--- src/rtl/fcmd_pkg.sv ---
package fcmd_pkg;
    localparam int NCMD   = 4;
    localparam int CODE_W = $clog2(NCMD);

    typedef enum logic [CODE_W-1:0] {
        CMD_L1A   = 2'd0,
        CMD_BC0   = 2'd1,
        CMD_RSYNC = 2'd2,
        CMD_CAL   = 2'd3
    } cmd_e;

    typedef enum logic [1:0] {
        ST_IDLE  = 2'd0,
        ST_START = 2'd1,
        ST_HI    = 2'd2,
        ST_LO    = 2'd3
    } seq_state_e;

    // highest priority first
    localparam cmd_e PRIO [NCMD] = '{CMD_RSYNC, CMD_BC0, CMD_CAL, CMD_L1A};
endpackage

--- src/rtl/fcmd_pending.sv ---
module fcmd_pending
    import fcmd_pkg::*;
#(
    parameter int N = NCMD
) (
    input  logic         clk,
    input  logic         rst_n,
    input  logic [N-1:0] req,
    input  logic [N-1:0] grant,
    output logic [N-1:0] pend_q,
    output logic [N-1:0] lost_q
);
    logic [N-1:0] pend_d;
    logic [N-1:0] lost_d;

    always_comb begin
        for (int k = 0; k < N; k++) begin
            lost_d[k] = pend_q[k] & req[k] & ~grant[k];
            pend_d[k] = grant[k] ? (pend_q[k] & req[k]) : (pend_q[k] | req[k]);
        end
    end

    always_ff @(posedge clk) begin
        if (!rst_n) begin
            pend_q <= '0;
            lost_q <= '0;
        end else begin
            pend_q <= pend_d;
            lost_q <= lost_d;
        end
    end

    generate
        for (genvar k = 0; k < N; k++) begin : g_chk
            AST_GRANT_HAS_WORK: assert property (@(posedge clk) disable iff (!rst_n)
                grant[k] |-> (pend_q[k] | req[k]));
            AST_LOST_KEEPS_PEND: assert property (@(posedge clk) disable iff (!rst_n)
                lost_q[k] |-> pend_q[k]);
        end
    endgenerate
endmodule

--- src/rtl/fcmd_arbiter.sv ---
module fcmd_arbiter
    import fcmd_pkg::*;
(
    input  logic [NCMD-1:0] cand,
    output logic            valid,
    output cmd_e            sel,
    output logic [NCMD-1:0] grant
);
    always_comb begin
        valid = 1'b0;
        sel   = CMD_L1A;
        // walk from lowest to highest priority; the last hit wins
        for (int i = NCMD - 1; i >= 0; i--) begin
            if (cand[PRIO[i]]) begin
                valid = 1'b1;
                sel   = PRIO[i];
            end
        end
        grant = valid ? (NCMD'(1) << sel) : '0;
    end
endmodule

--- src/rtl/fcmd_sequencer.sv ---
module fcmd_sequencer
    import fcmd_pkg::*;
(
    input  logic            clk,
    input  logic            rst_n,
    input  logic            launch,
    input  cmd_e            launch_cmd,
    output logic            free,
    output logic            ser_o,
    output logic [NCMD-1:0] ack_o
);
    seq_state_e state_q, state_d;
    cmd_e       cur_q;

    always_comb begin
        state_d = state_q;
        unique case (state_q)
            ST_IDLE:  if (launch) state_d = ST_START;
            ST_START: state_d = ST_HI;
            ST_HI:    state_d = ST_LO;
            ST_LO:    state_d = launch ? ST_START : ST_IDLE;
        endcase
    end

    always_ff @(posedge clk) begin
        if (!rst_n) begin
            state_q <= ST_IDLE;
            cur_q   <= CMD_L1A;
        end else begin
            state_q <= state_d;
            if (launch && free) cur_q <= launch_cmd;
        end
    end

    always_comb begin
        free  = (state_q == ST_IDLE) || (state_q == ST_LO);
        ser_o = 1'b0;
        ack_o = '0;
        unique case (state_q)
            ST_IDLE:  ser_o = 1'b0;
            ST_START: begin
                ser_o = 1'b1;
                ack_o = NCMD'(1) << cur_q;
            end
            ST_HI:    ser_o = cur_q[1];
            ST_LO:    ser_o = cur_q[0];
        endcase
    end

    AST_ACK_ONEHOT: assert property (@(posedge clk) disable iff (!rst_n)
        $onehot0(ack_o));
    AST_ACK_GAP1: assert property (@(posedge clk) disable iff (!rst_n)
        (|ack_o) |=> !(|ack_o));
    AST_ACK_GAP2: assert property (@(posedge clk) disable iff (!rst_n)
        (|ack_o) |=> ##1 !(|ack_o));
endmodule

--- src/rtl/fast_cmd_encoder.sv ---
module fast_cmd_encoder
    import fcmd_pkg::*;
(
    input  logic            clk,
    input  logic            rst_n,
    input  logic [NCMD-1:0] req_i,
    output logic            ser_o,
    output logic [NCMD-1:0] ack_o,
    output logic [NCMD-1:0] lost_o
);
    logic [NCMD-1:0] pend_q;
    logic [NCMD-1:0] cand;
    logic [NCMD-1:0] arb_grant;
    logic [NCMD-1:0] grant;
    logic            arb_valid;
    logic            free;
    logic            take;
    cmd_e            arb_sel;

    assign cand  = pend_q | req_i;
    assign take  = free & arb_valid;
    assign grant = take ? arb_grant : '0;

    fcmd_pending #(.N(NCMD)) i_pending (
        .clk    (clk),
        .rst_n  (rst_n),
        .req    (req_i),
        .grant  (grant),
        .pend_q (pend_q),
        .lost_q (lost_o)
    );

    fcmd_arbiter i_arbiter (
        .cand  (cand),
        .valid (arb_valid),
        .sel   (arb_sel),
        .grant (arb_grant)
    );

    fcmd_sequencer i_sequencer (
        .clk        (clk),
        .rst_n      (rst_n),
        .launch     (take),
        .launch_cmd (arb_sel),
        .free       (free),
        .ser_o      (ser_o),
        .ack_o      (ack_o)
    );

    AST_RSYNC_FIRST: assert property (@(posedge clk) disable iff (!rst_n)
        (take && cand[CMD_RSYNC]) |-> (grant == 4'b0100));
    AST_LAUNCH_STARTS: assert property (@(posedge clk) disable iff (!rst_n)
        take |=> (ser_o && (|ack_o)));

    generate
        for (genvar k = 0; k < NCMD; k++) begin : g_code
            localparam logic B1 = 1'((k >> 1) & 1);
            localparam logic B0 = 1'(k & 1);
            AST_CODE_HI: assert property (@(posedge clk) disable iff (!rst_n)
                ack_o[k] |=> (ser_o == B1));
            AST_CODE_LO: assert property (@(posedge clk) disable iff (!rst_n)
                ack_o[k] |=> ##1 (ser_o == B0));
        end
    endgenerate
endmodule

--- config.mk ---
export PLATFORM = sky130hd
export DESIGN_NAME = fast_cmd_encoder
export DESIGN_NICKNAME = d
export VERILOG_FILES = /design/src/rtl/fcmd_pkg.sv /design/src/rtl/fcmd_pending.sv /design/src/rtl/fcmd_arbiter.sv /design/src/rtl/fcmd_sequencer.sv /design/src/rtl/fast_cmd_encoder.sv
export SDC_FILE = /design/constraint.sdc
export NUM_CORES = 1
export LEC_CHECK = 0
export BUFFER_PORTS_ARGS = -buffer_cell sky130_fd_sc_hd__buf_4
export CORE_MARGIN = 1
export CORE_UTILIZATION = 34
export CTS_CLUSTER_SIZE = 14
export DETAILED_ROUTE_END_ITERATION = 6
export HOLD_SLACK_MARGIN = 0.08
export SLEW_MARGIN = 5
export SYNTH_ARGS = -nofsm -noshare
export SYNTH_HDL_FRONTEND = slang
export SYNTH_HIERARCHICAL = 1
export SYNTH_SLANG_ARGS = --single-unit
--- constraint.sdc ---
create_clock -name clk -period 1.7 [get_ports clk]
set_input_delay 0.085 -clock clk [delete_from_list [all_inputs] [get_ports clk]]
set_output_delay 0.085 -clock clk [all_outputs]
set_load 0.05 [all_outputs]
# After elaboration in Yosys (flattened, before gate mapping)
# Cells that the tools add are included.
# word_totals
output_inout_bits	9
regBits	12
wordCells	49
# op_classes
reduce_logical	3
bitwise	18
eq_ne	4
n_mux	18
shift	2
# op_table
op	n
$mux 4	3
$and 1x1->1	9
$mux 1	9
$mux 2	4
$pmux 2 s4	1
$shl 1x2->4 const A	2
$eq 2x2->1 const B	2
$not 1->1	4
$or 1x1->1	4
$or 4x4->4	1
$pmux 1 s4	1
$eq 2x1->1 const B	1
$logic_not 2->1	1
$ne 2x1->1 const B	1
$logic_and 1x1->1	1
$logic_or 1x1->1	1

# Logic depth before layout (Yosys ltp)
# logic_depth
ltp_word	9
mapped_depth	7

# By module
# The synthesis kept the hierarchy.
# modules_own_cells
module	n_inst	cells_each	seq_area_each_um2	area_each_um2
fcmd_pending	1	29	160.2	341.6
fcmd_sequencer	1	31	80.1	279.0
fcmd_arbiter	1	10	0.0	61.3
fast_cmd_encoder	1	9	0.0	57.6

# Worst setup path before layout
# OpenSTA, ideal clock, no wires.
# synth_timing
kind	reg2out
start	register i_sequencer.state_q[1]
end	output ack_o[0]
path_stages_with_launch	4
required_ns	1.615
t_arrival_ns	1.797
setup_slack_ns	-0.182
path_buffers	0
cell_sequence	dfxtp_1 > inv_1 > ha_1 > nor3b_1
# synth_via
elab_chain_cells	2
# synth_rtl
item	line_no	source
start, declared	fcmd_sequencer.sv:12	seq_state_e state_q, state_d;
start signal, assigned	fcmd_sequencer.sv:30	state_q <= state_d;
$eq 2x1->1	fcmd_sequencer.sv:39	unique case (state_q)
$mux 4	fcmd_sequencer.sv:39	
end, declared	fast_cmd_encoder.sv:8	output logic [NCMD-1:0] ack_o,
# No other way between the ends.

# Final worst setup path
# layout_timing
start	input req_i[0]
end	register i_sequencer.cur_q[0]
# layout_via
elab_chain_cells	7
# layout_rtl
item	line_no	source
start, declared	fast_cmd_encoder.sv:6	input logic [NCMD-1:0] req_i,
$or 4x4->4	fast_cmd_encoder.sv:20	assign cand = pend_q | req_i;
via cand[0]	fast_cmd_encoder.sv:12	logic [NCMD-1:0] cand;
$mux 1 (4 in a row)	fcmd_arbiter.sv:14	if (cand[PRIO[i]]) begin
via arb_valid	fast_cmd_encoder.sv:15	logic arb_valid;
$and 1x1->1	fast_cmd_encoder.sv:21	assign take = free & arb_valid;
via take	fast_cmd_encoder.sv:17	logic take;
$logic_and 1x1->1	fcmd_sequencer.sv:31	if (launch && free) cur_q <= launch_cmd;
end signal, assigned	fcmd_sequencer.sv:31	
end, declared	fcmd_sequencer.sv:13	cmd_e cur_q;
# The timed path passes the listed nets, and every way through them passes these cells.
# A chain may end at the register's enable or synchronous reset.

==> summary.txt <==
Floorplanning
  – Die ar.: 2370 µm²
  – Rows: 16
  – Placeable Area: 2000 µm²
  – Die height: 48.6 µm
  – Die W: 48.6 µm
  – IO Pins: 15
  – Initial core utilization: 0.369

STA
  – Crit path time final: 1.67 ns
  – Worst hold slack: 0.140 ns
  – Fin crit share: 0.980
  – Worst-margin pin slew: 0.231 ns
  – Max-slew violations: 0
  – Max-slew headroom: 0.846
  – Count of final setup violators: 0
  – Max Clock Skew: 0.00358 ns
  – RSZ-0062 raised after global routing: false
  – Max Fclk: 600 MHz
  – Sum Neg Setup Slack: 0 ns
  – Final number of hold-violating endpoints: 0

Synthesis
  – Count leader, synth: dfxtp_1
  – Netlist area before placement: 739 µm²
  – Synth Flop Type: dfxtp_1
  – Async SR Flop Fraction: 0
  – Syn nets: 90
  – Post-synth top area share: 0.325
  – Post-synth EDFFs: 0
  – Top post-synthesis cells by area: dfxtp_1, ha_1, nor3b_2
  – Syn avg cell area: 9.36 µm²
  – Share of the yosys chip area belonging to registers: 0.325
  – Yosys warns: 6
  – Cells after Synth: 79
  – Cell taking the most area after synthesis: dfxtp_1
  – Yosys reg bits: 12
  – Synth top cells by count: dfxtp_1, nor2_1, and3_1, ha_1, o21ai_1
  – Distinct cells, synth: 25

Power
  – Flop pwr share: 0.255
  – Leak: 0.464 nW
  – Comb pwr share: 0.613
  – Clock share of power: 0.132
  – Pwr per Cell Area: 1680 nW/µm²
  – Final Power: 1.70 mW
  – VDD IR max: 677 µV
  – Net Sw Frac: 0.431
  – P_sw: 0.734 mW
  – Internal Power: 0.968 mW

Min path
  – Min-delay worst type: in2reg
  – Worst Hold Path Cells: 3
  – WHS Endpoint: i_pending/lost_q[0]
  – Hold Startpoint: rst_n

Global routing
  – Largest net degree at the start of global routing: 10
  – GR Overflow Total: 0
  – Overall routing resource usage: 0.126
  – Antenna violations before repair: 0
  – Vias in the first global route: 557
  – First-pass GRT wire length: 2.26 mm

Finish
  – FF/Latch Area: 243 µm²
  – Fillcell total: 204
  – P&R area growth vs syn: 37.2%
  – Layout cells sized above 1: 0.455
  – Total Nets Final: 113
  – ANT cells: 0
  – Multi-input gate area: 523 µm²

Setup path
  – Startpoint types: input pin
  – CP Class: in2reg
  – FF-to-FF path depth: 7
  – Crit path from: req_i[0]
  – Critical Path Fanout Max: 5
  – Ordered list of cells on the worst path: dlygate4sd3_1 > buf_4 > or2_1 > nor2_1 > nand2_2 > and2_2 > and2b_2 > mux2i_1 > nor2_1
  – Crit-path most repeated cell: nor2_1
  – Reg2reg end: i_sequencer/cur_q[0]
  – Critical Path End Type: flop
  – Worst Path Required: 1.87 ns
  – Worst Path Arrival: 1.83 ns
  – CP max stage delay: 0.54 ns
  – Reg2reg start: i_sequencer/state_q[1]
  – FF-to-FF setup slack: 0.09 ns
  – Slowest-stage cell, CP: dlygate4sd3_1

Placed design
  – Placer Congestion: 0.737
  – Port Buffer Count: 14
  – Detailed Place HPWL: 991 µm

Clock network
  – CTS tree: built
  – CTS Buf Count: 3
  – H-tree levels: 1
  – Bufs on Longest Clock Path: 2
  – Clock slew at reported path FFs: 0.08 ns
  – Clock Latency Late Sink: 0.27 ns
  – Clock sinks: 12
  – Root Buffer: clkbuf_4

Drt
  – # DRC: 0
  – DRT antenna net count: 0
  – Drt wl/cell: 10.6 µm
  – TritonRoute pass-1 iters: 2
  – WL final: 1.35 mm
  – Via count: 602
  – Detailed Route Iter0 Violations: 7
  – Vias per std cell: 4.70

Run status
  – Status: finished clean

Job
  – MaxCap Viol Count: 0
-- registers in the layout, summed over array words and instances (netlist names) --
register,flops
i_sequencer/state_q,2
i_pending/pend_q,4
i_sequencer/cur_q,2
i_pending/lost_q,4
-- power groups by stage --
stage	registers [mW]	clock network, mW	logic (mW)
4_1_cts	0.428	0.239	0.870
3_3_place_gp	0.429	0	0.847
5_1_grt	0.445	0.253	1.14
2_1_floorplan	0.440	0	0.652
3_5_place_dp	0.432	0	0.858
6_report	0.433	0.225	1.04
-- per-stage QoR --
| stage | cells | area [µm²] | util | setup slack [ns] |
|---|---|---|---|---|
| global route | 128 | 1010 | 0.507 | 0.00164 |
| finish | 128 | 1010 | 0.507 | 0.0341 |
| CTS | 127 | 953 | 0.476 | 0.0141 |
| detailed placement | 119 | 876 | 0.438 | 0.0393 |
| floorplan | 79 | 744 | - | 0.175 |
| global placement | 119 | 876 | 0.438 | 0.108 |
-- critical path: cells and delay by family --
family | cells | cell delay [ns]
and+or+nand+nor | 6 | 0.91
muxes | 1 | 0.16
buffers and inverters | 2 | 0.68
-- layout by cell type, fill, tap and decap left out, types with 3 or more instances in the layout --
master	count
nor3b_2	5
inv_1	3
clkbuf_4	3
nor2b_1	4
nand3b_1	4
ha_1	3
mux2i_1	3
o21ai_1	5
dlygate4sd3_1	4
dfxtp_1	10
nand2_4	4
and3_1	5
or2_1	4
buf_4	15
nor2_1	7
-- layer usage --
layer  global-route usage  share of wire  up-vias  wire length [µm]
met2                0.185           0.47       13               642
met4               0.0735          0.016        0                21
met5                    0              0        -                 0
li1                     -              -      316                 -
met1                0.159           0.46      269               623
met3               0.0409          0.049        4                66
-- final cells by class --
class	count	share of cell area
Sequential cell	12	0.239
Timing Repair Buffer	20	0.162
Tap cell	27	0.0333
Clock buffer	4	0.0358
Multi-Input combinational cell	61	0.515
Inverter	4	0.0148
-- how the worst max path moves through the flow --
stage,cells after the start,slack [ns],end
after floorplan,4,0.18,ser_o
after global placement,6,0.11,i_sequencer/state_q[0]
final,9,0.03,i_sequencer/cur_q[0]
after CTS,6,0.01,ser_o
after global routing,9,0.002,i_sequencer/cur_q[0]
after detailed placement,7,0.04,i_sequencer/cur_q[0]
-- logic make-up after synthesis --
logic type / count (synthesis) / synth area share
buffers and inverters: 6 / 0.0406
AOI/OAI and AO/OA: 9 / 0.0744
adders and majority gates: 5 / 0.0846
muxes: 3 / 0.0406
and+or+nand+nor: 44 / 0.435
DFF: 12 / 0.325
-- timing repair --
item | CTS | global route
hold buffers | 4 | 0
resized for setup | 1 | 12
endpoints found under the hold margin | 8 | 0
pin swaps | 0 | 1
endpoints found under the setup margin | 1 | 5
setup buffers | 0 | 1
(Power assumes the default switching activity.)
